File: src/rtl/uart_lsr_pkg.sv
package uart_lsr_pkg;
  localparam int ERR_W = 3;
  localparam int LSR_W = 8;

  typedef struct packed {
    logic errPush;
    logic errPop;
    logic flush;
    logic overrun;
    logic capture;
    logic clearSticky;
  } lsrStrobes_t;
endpackage

File: src/rtl/uart_lsr_ctrl.sv
module uart_lsr_ctrl
  import uart_lsr_pkg::*;
(
  input  logic             clk,
  input  logic             rstN,
  input  logic             rxPush,
  input  logic [ERR_W-1:0] rxPushErr,
  input  logic             rxFull,
  input  logic             rxPop,
  input  logic [ERR_W-1:0] rxHeadErr,
  input  logic             rxEmpty,
  input  logic             rxFlush,
  input  logic             statusRead,
  output lsrStrobes_t      strb
);
  logic headSeen;

  always_comb begin
    strb.flush       = rxFlush;
    strb.overrun     = rxPush && rxFull;
    strb.errPush     = rxPush && !rxFull && (|rxPushErr) && !rxFlush;
    strb.errPop      = rxPop && !rxEmpty && (|rxHeadErr) && !rxFlush;
    strb.capture     = !rxEmpty && !headSeen && !rxFlush;
    strb.clearSticky = statusRead;
  end

  always_ff @(posedge clk) begin
    if (!rstN) headSeen <= 1'b0;
    else if (rxFlush || rxPop || rxEmpty) headSeen <= 1'b0;
    else headSeen <= 1'b1;
  end

  AST_CAPTURE_ONCE: assert property (@(posedge clk) disable iff (!rstN)
    (strb.capture && !rxPop && !rxFlush) |=> !strb.capture);
endmodule

File: src/rtl/uart_lsr_datapath.sv
module uart_lsr_datapath
  import uart_lsr_pkg::*;
#(
  parameter int FIFO_DEPTH = 16,
  localparam int CNT_W = $clog2(FIFO_DEPTH + 1)
) (
  input  logic             clk,
  input  logic             rstN,
  input  lsrStrobes_t      strb,
  input  logic [ERR_W-1:0] rxHeadErr,
  output logic             overrunFlag,
  output logic [ERR_W-1:0] errSticky,
  output logic             anyErrHeld
);
  logic [CNT_W-1:0] errCount;

  always_ff @(posedge clk) begin
    if (!rstN) errCount <= '0;
    else if (strb.flush) errCount <= '0;
    else begin
      case ({strb.errPush, strb.errPop})
        2'b10:   errCount <= errCount + CNT_W'(1);
        2'b01:   errCount <= errCount - CNT_W'(1);
        default: errCount <= errCount;
      endcase
    end
  end

  assign anyErrHeld = (errCount != '0);

  always_ff @(posedge clk) begin
    if (!rstN) overrunFlag <= 1'b0;
    else if (strb.overrun) overrunFlag <= 1'b1;
    else if (strb.clearSticky) overrunFlag <= 1'b0;
  end

  for (genvar i = 0; i < ERR_W; i++) begin : gSticky
    always_ff @(posedge clk) begin
      if (!rstN) errSticky[i] <= 1'b0;
      else if (strb.capture && rxHeadErr[i]) errSticky[i] <= 1'b1;
      else if (strb.clearSticky) errSticky[i] <= 1'b0;
    end
  end

  AST_FLUSH_ZERO: assert property (@(posedge clk) disable iff (!rstN)
    strb.flush |=> (errCount == '0));
  AST_OVR_SET: assert property (@(posedge clk) disable iff (!rstN)
    strb.overrun |=> overrunFlag);
  AST_READ_CLEAR: assert property (@(posedge clk) disable iff (!rstN)
    (strb.clearSticky && !strb.overrun) |=> !overrunFlag);
  AST_NO_UNDERFLOW: assert property (@(posedge clk) disable iff (!rstN)
    (strb.errPop && !strb.errPush) |-> (errCount != '0));
  AST_DISCARD: assert property (@(posedge clk) disable iff (!rstN)
    (strb.overrun && !strb.errPop && !strb.flush) |=> (errCount == $past(errCount)));
endmodule

File: src/rtl/uart_line_status.sv
module uart_line_status
  import uart_lsr_pkg::*;
#(
  parameter int FIFO_DEPTH = 16
) (
  input  logic       clk,
  input  logic       rstN,
  input  logic       rxPush,
  input  logic [2:0] rxPushErr,
  input  logic       rxFull,
  input  logic       rxPop,
  input  logic [2:0] rxHeadErr,
  input  logic       rxEmpty,
  input  logic       rxFlush,
  input  logic       txEmpty,
  input  logic       txShiftIdle,
  input  logic       statusRead,
  output logic [7:0] lineStatus
);
  lsrStrobes_t      strb;
  logic             overrunFlag;
  logic [ERR_W-1:0] errSticky;
  logic             anyErrHeld;

  uart_lsr_ctrl ctrl_i (
    .clk(clk), .rstN(rstN),
    .rxPush(rxPush), .rxPushErr(rxPushErr), .rxFull(rxFull),
    .rxPop(rxPop), .rxHeadErr(rxHeadErr), .rxEmpty(rxEmpty),
    .rxFlush(rxFlush), .statusRead(statusRead), .strb(strb)
  );

  uart_lsr_datapath #(.FIFO_DEPTH(FIFO_DEPTH)) dp_i (
    .clk(clk), .rstN(rstN), .strb(strb), .rxHeadErr(rxHeadErr),
    .overrunFlag(overrunFlag), .errSticky(errSticky), .anyErrHeld(anyErrHeld)
  );

  assign lineStatus = {anyErrHeld, txEmpty && txShiftIdle, txEmpty,
                       errSticky, overrunFlag, !rxEmpty};

  AST_TEMT_HAS_THRE: assert property (@(posedge clk) disable iff (!rstN)
    lineStatus[6] |-> lineStatus[5]);
  AST_RESET_CLEAN: assert property (@(posedge clk)
    !rstN |=> (lineStatus[7] == 1'b0 && lineStatus[4:1] == 4'b0));
endmodule

File: config.mk
export PLATFORM = sky130hd
export DESIGN_NAME = uart_line_status
export DESIGN_NICKNAME = d
export VERILOG_FILES = /design/src/rtl/uart_lsr_pkg.sv /design/src/rtl/uart_lsr_ctrl.sv /design/src/rtl/uart_lsr_datapath.sv /design/src/rtl/uart_line_status.sv
export SDC_FILE = /design/constraint.sdc
export NUM_CORES = 1
export LEC_CHECK = 0
export BUFFER_PORTS_ARGS = -buffer_cell sky130_fd_sc_hd__buf_2
export CAP_MARGIN = 5
export CORE_MARGIN = 3
export CORE_UTILIZATION = 25
export CTS_CLUSTER_SIZE = 24
export DETAILED_ROUTE_END_ITERATION = 7
export PLACE_DENSITY_LB_ADDON = 0.15
export SYNTH_ARGS = -nofsm -noshare
export SYNTH_HDL_FRONTEND = slang
export SYNTH_HIERARCHICAL = 1
export SYNTH_SLANG_ARGS = --single-unit
export TNS_END_PERCENT = 50
File: constraint.sdc
create_clock -name clk -period 3.7 [get_ports clk]
set_input_delay 0.74 -clock clk [delete_from_list [all_inputs] [get_ports clk]]
set_output_delay 0.74 -clock clk [all_outputs]
set_load 0.1 [all_outputs]
==> flow_summary_export.csv, run 1 <==
group,metric,value,unit
layout,nNetsFinal,116,
critical_path,cp_cell_sequence,"buf_2, o311a_1, ha_1, xor2_1, ha_1, a21oi_1, xor2_1, or3_1, a21oi_1",
layout,n_fill_cell,300,
layout,register_area,200,sq um
clock_network,cts-resized-gates,0,
layout,final_cell_mix,"23 x buf_2, 10 x dfxtp_1, 5 x nor2_1",
layout,multi_input_area,414,sq um
critical_path,crit_buf_inv,1,
timing,tns,0,ps
floorplanning,die_h,59.0,um
detailed_routing,dr.pass1.iters,4,
grt,gr-total-overflow,0,
layout,final_layout_size_suffix_gt1_share,33.7,%
detailed_routing,drcViolationCount,0,
critical_path,rr_worst_depth,6,
clock_network,clockRootBuffer,"clkbuf_4",
critical_path,cp.required,3900,ps
synthesis,ys_top_cells_by_area,"dfxtp_1 29%, ha_1 7.1%, nor4b_2 6.4%",
floorplanning,core_area,0.00257,sq mm
timing,final-setup-viol-count,0,
grt,grt_pass1_vias,555,
timing,whs,491,ps
floorplanning,dieArea,0.00348,sq mm
grt,antenna_found_initial,0,
synthesis,synthCells,77,
critical_path,endpoint_kind,"flip-flop",
detailed_routing,viasPerCell,4.80,
timing,rsz0062_at_grt,"no",
layout,final_common_cell,"buf_2",
hold_path,min_from,"dp_i/errCount[3]",
critical_path,r2r_slack,2090,ps
power,power_per_cell_area,350,mW/mm^2
timing,fmax,0.414,GHz
floorplanning,pin_count,24,
detailed_routing,drtIter0Drc,30,
synthesis,syn-num-nets,97,
floorplanning,initial_core_util,27.3,%
timing,relSlewSlack,67.3,%
timing,fin_crit,2410,ps
critical_path,cp-start-kind,"input pin",
clock_network,hold_buffers,0,
grt,grt_max_degree,11,
floorplanning,fp.dieW,59.0,um
synthesis,syn_area_per_cell,9.12,sq um
layout,n_antenna_cell,0,
clock_network,clock_tree.buffer_depth,2,
grt,grt_usage,9.69,%
grt,grt_pass1_wl,2.52,mm
critical_path,cp_top_family,"compound AO/OA/AOI/OAI gates",
detailed_routing,num_vias,600,
synthesis,ys_seq_area_share,28.5,%
placement,portBuffers,23,
hold_path,holdPathEnd,"dp_i/errCount[3]",
critical_path,r2r_end,"dp_i/errCount[2]",
critical_path,slowest_stage,"o311a_1",
detailed_routing,wire_per_inst,12.7,um
critical_path,path_class,"input pin to flip-flop",
layout,syn_to_final_growth,16.0,%
run,maxCapViolCount,0,
detailed_routing,routed_wl,1.59,mm
synthesis,yosys.area.top_type_share,28.5,%
critical_path,slowest_delay,360,ps
clock_network,h-tree-depth,1,
power,ir_drop,0.158,mV
placement,gp_congestion,0.749,
hold_path,min_path_cells,2,
critical_path,path_depth,9,
critical_path,path_max_fanout,8,
timing,final-hold-violation-count,0,
clock_network,cts_buffers,3,
timing,worst_slew_pin_slew,495,ps
clock_network,cts_num_sinks,10,
timing,post-route-period-util,65.2,%
synthesis,synth.largest_area_cell,"dfxtp_1",
hold_path,min_path_type,"flip-flop to flip-flop",
synthesis,syn_area,702,sq um
clock_network,clkTransAtPathRegs,70,ps
clock_network,post_cts_buffers,0,
timing,clock_skew,3.98,ps
floorplanning,num_rows,18,
critical_path,reg2reg_from,"dp_i/errCount[1]",
power,p_leak,0.350,nW
clock_network,cts_tree,"built",
synthesis,yosysUniqueCellTypes,29,
critical_path,worstPathArrival,2620,ps
timing,drv_slew,0,
detailed_routing,detail-route-antenna-nets,0,
clock_network,clk_latency,270,ps
outcome,status,"complete, no violations",
synthesis,yosysWarnings,6,
placement,place_hpwl,1.24,mm
synthesis,ys_ff_latch,10,
==> worst max-delay path by stage <==
stage                 startpoint                to  slack (ps)
floorplan           rxHeadErr[1]  dp_i/errCount[2]        1200
global placement    rxHeadErr[1]  dp_i/errCount[2]        1050
detailed placement  rxHeadErr[1]  dp_i/errCount[2]        1010
CTS                 rxHeadErr[1]  dp_i/errCount[2]        1300
global route        rxPushErr[1]  dp_i/errCount[2]        1100
finish              rxHeadErr[1]  dp_i/errCount[2]        1290
==> registers in the layout, indices dropped and copies added (netlist names) <==
name	cells
ctrl_i/headSeen	1
dp_i/errSticky	3
dp_i/overrunFlag	1
dp_i/errCount	5
==> synth_stat cells (all sizes together) <==
library cell,n
nand2b,1
nor3,4
nand4,3
xor2,4
nand4b,1
buf,9
nand2,4
inv,3
nand3,1
o311a,1
o21ai,3
nor2,5
and2,2
nand4bb,1
or3,1
nor4b,4
a31o,1
a21oi,5
mux2i,2
ha,4
dfxtp,10
a22oi,3
nor2b,4
nor3b,1
==> metal layers <==
layer	vias to the layer above	track usage (%)	part of all wire, %
li1	305	-	-
met1	274	13.9	49
met2	19	12.9	43
met3	2	4.14	6.9
met4	0	2.91	0.94
met5	-	0	0
==> final cells by class <==
cell class,count,share of cell area [%]
well taps,30,4.61
clock buffers,4,4.45
flip-flops and latches,10,24.6
multi-input cells,55,50.8
inverters,3,1.38
repair buffers,23,14.1
==> worst reg2reg max path: stages (launching register included) <==
cell and delay, ps:
dfxtp_1 490, xor2_1 180, ha_1 200, a21oi_1 60
xor2_1 160, or3_1 310, a21oi_1 140
==> cell families after synthesis <==
group,synth area share [%]
mux,2.85
buf+inv,12.5
simple gates,31.9
fa+ha+maj,7.13
flops,28.5
compound gates,12.1
xor+xnor,4.99
==> metrics by stage <==
stage          utilization (%)  power (W)  cell area, sq um  worst slack [ps]  instances
3_5_place_dp              30.3   0.000188               778              1010        121
2_1_floorplan                -   0.000175               702              1200         77
3_3_place_gp              30.3   0.000187               778              1050        121
5_1_grt                   31.7   0.000302               815              1100        125
4_1_cts                   31.7   0.000292               815              1300        125
6_report                  31.7   0.000285               815              1290        125
==> where the power goes <==
group          leakage [nW]  switching [W]   total, W  internal, W
Combinational         0.247      0.0000524  0.0000720    0.0000196
Sequential           0.0812     0.00000241   0.000113     0.000111
Clock                0.0210      0.0000404   0.000100    0.0000598
Power figures use the tool's default switching activity.
==> run 2: changes to the inputs <==
==> constraint.sdc (replaced) <==
create_clock -name clk -period 1.9 [get_ports clk]
set_input_delay 0.38 -clock clk [delete_from_list [all_inputs] [get_ports clk]]
set_output_delay 0.38 -clock clk [all_outputs]
set_load 0.1 [all_outputs]
==> flow_summary_export.csv, run 2 (synthesis results as in run 1) <==
group,metric,value,unit
floorplanning,pin_count,24,
layout,final_common_cell,"buf_2",
clock_network,cts-resized-gates,0,
detailed_routing,drcViolationCount,0,
floorplanning,initial_core_util,27.3,%
clock_network,cts_buffers,3,
clock_network,clkTransAtPathRegs,70,ps
timing,relSlewSlack,67.7,%
detailed_routing,drtIter0Drc,16,
grt,busiest_layer,"met2",
timing,fin_crit,1870,ps
placement,post-place-cells,127,
layout,fin_area,895,sq um
critical_path,worstPathArrival,2070,ps
detailed_routing,routed_wl,1.47,mm
timing,layout_setup_ws,27.1,ps
timing,fmax,0.534,GHz
critical_path,endpoint_kind,"flip-flop",
timing,final-hold-violation-count,0,
grt,grt_max_degree,9,
grt,use_met1,12.3,%
layout,layout.cells.non_filler,131,
power,ir_drop,0.359,mV
timing,tns,0,ps
layout,top_register,"dp_i/errCount",
layout,largest_reg_flops,5,
detailed_routing,wire_per_inst,11.3,um
layout,n_fill_cell,290,
grt,grt_pass1_vias,527,
placement,portBuffers,23,
placement,gp_congestion,0.759,
clock_network,clk_latency,260,ps
floorplanning,core_area,0.00257,sq mm
clock_network,post_cts_buffers,0,
layout,reg_top3,"dp_i/errCount: 5 flops, dp_i/errSticky: 3 flops",
timing,final-setup-viol-count,0,
clock_network,cts_num_sinks,10,
power,power_per_cell_area,629,mW/mm^2
timing,worst_slew_pin_slew,488,ps
layout,n_antenna_cell,0,
grt,grt_pass1_wl,2.36,mm
clock_network,clockRootBuffer,"clkbuf_4",
placement,placed_area,832,sq um
layout,utilization,34.8,%
floorplanning,die_h,59.0,um
run,maxCapViolCount,0,
placement,place_hpwl,1.20,mm
timing,post-route-period-util,98.6,%
critical_path,path_class,"input pin to flip-flop",
clock_network,clock_tree.buffer_depth,2,
floorplanning,num_rows,18,
detailed_routing,dr.pass1.iters,4,
layout,final_cell_mix,"21 x buf_2, 10 x dfxtp_1, 6 x buf_4",
outcome,status,"complete, no violations",
power,p_leak,0.385,nW
layout,final_layout_size_suffix_gt1_share,41.6,%
clock_network,cts_tree,"built",
timing,drv_slew,0,
grt,antenna_found_initial,0,
grt,grtUsageMet2,12.6,%
critical_path,cp-start-kind,"input pin",
hold_path,min_path_type,"input pin to flip-flop",
timing,rsz0062_at_grt,"yes",
timing,clock_skew,1.09,ps
layout,syn_to_final_growth,27.5,%
detailed_routing,viasPerCell,4.76,
clock_network,hold_buffers,0,
grt,gr-total-overflow,0,
placement,dp_slack,-255,ps
grt,gr-usage-met3,3.92,%
layout,nNetsFinal,122,
floorplanning,dieArea,0.00348,sq mm
detailed_routing,num_vias,624,
floorplanning,fp.dieW,59.0,um
grt,grt_usage,8.99,%
detailed_routing,detail-route-antenna-nets,0,
clock_network,h-tree-depth,1,
critical_path,path_max_fanout,3,
critical_path,r2r_slack,300,ps
critical_path,cp.required,2090,ps
==> run 2: cell types whose count changed in the layout (fill, tap and decap cells not counted), moves of 2 or more <==
cell   before  now
buf_6       0    2
buf_4       0    6
ha_2        0    2
buf_2      23   21
ha_1        4    2
==> run 2: metrics by stage <==
| step | hold WS (ps) | power (W) |
|---|---|---|
| final | 393 | 0.000563 |
| after global routing | 388 | 0.000593 |
| after CTS | 384 | 0.000568 |
| after detailed placement | 489 | 0.000374 |
| after global placement | 492 | 0.000374 |
| after floorplan | 451 | 0.000342 |
==> run 2: area by class of cell <==
| cell class | instances | area, sq um | share of cell area (%) |
|---|---|---|---|
| multi-input combinational | 55 | 437 | 48.8 |
| sequential | 10 | 200 | 22.4 |
| timing repair buffer | 29 | 173 | 19.3 |
| tap | 30 | 37.5 | 4.20 |
| clock buffer | 4 | 36.3 | 4.06 |
| inverter | 3 | 11.3 | 1.26 |
==> run 2: critical path, cell delays in order <==
cell and delay (ps):
buf_2 100, o311a_1 370, ha_2 200, xor2_1 160, ha_2 230, a21oi_2 40
xor2_1 150, or3_1 310, a21oi_1 120
==> run 2: final timing paths <==
check             cells after the start        startpoint                to
setup / recovery                      9      rxHeadErr[2]  dp_i/errCount[2]
hold / removal                        3           rxFlush   ctrl_i/headSeen
setup reg to reg                      6  dp_i/errCount[1]  dp_i/errCount[2]
hold reg to reg                       2  dp_i/errCount[3]  dp_i/errCount[3]
==> run 2: per-layer routing <==
| layer | vias up | wire length [um] |
|---|---|---|
| li1 | 321 | - |
| met1 | 290 | 710 |
| met2 | 11 | 688 |
| met3 | 2 | 60 |
| met4 | 0 | 15 |
| met5 | - | 0 |
==> run 2: where the power goes <==
| part | total [W] | switching [W] | internal [W] |
|---|---|---|---|
| Sequential | 0.000220 | 0.00000484 | 0.000215 |
| Clock | 0.000188 | 0.0000720 | 0.000116 |
| Combinational | 0.000154 | 0.000104 | 0.0000498 |
| Total | 0.000563 | 0.000181 | 0.000382 |
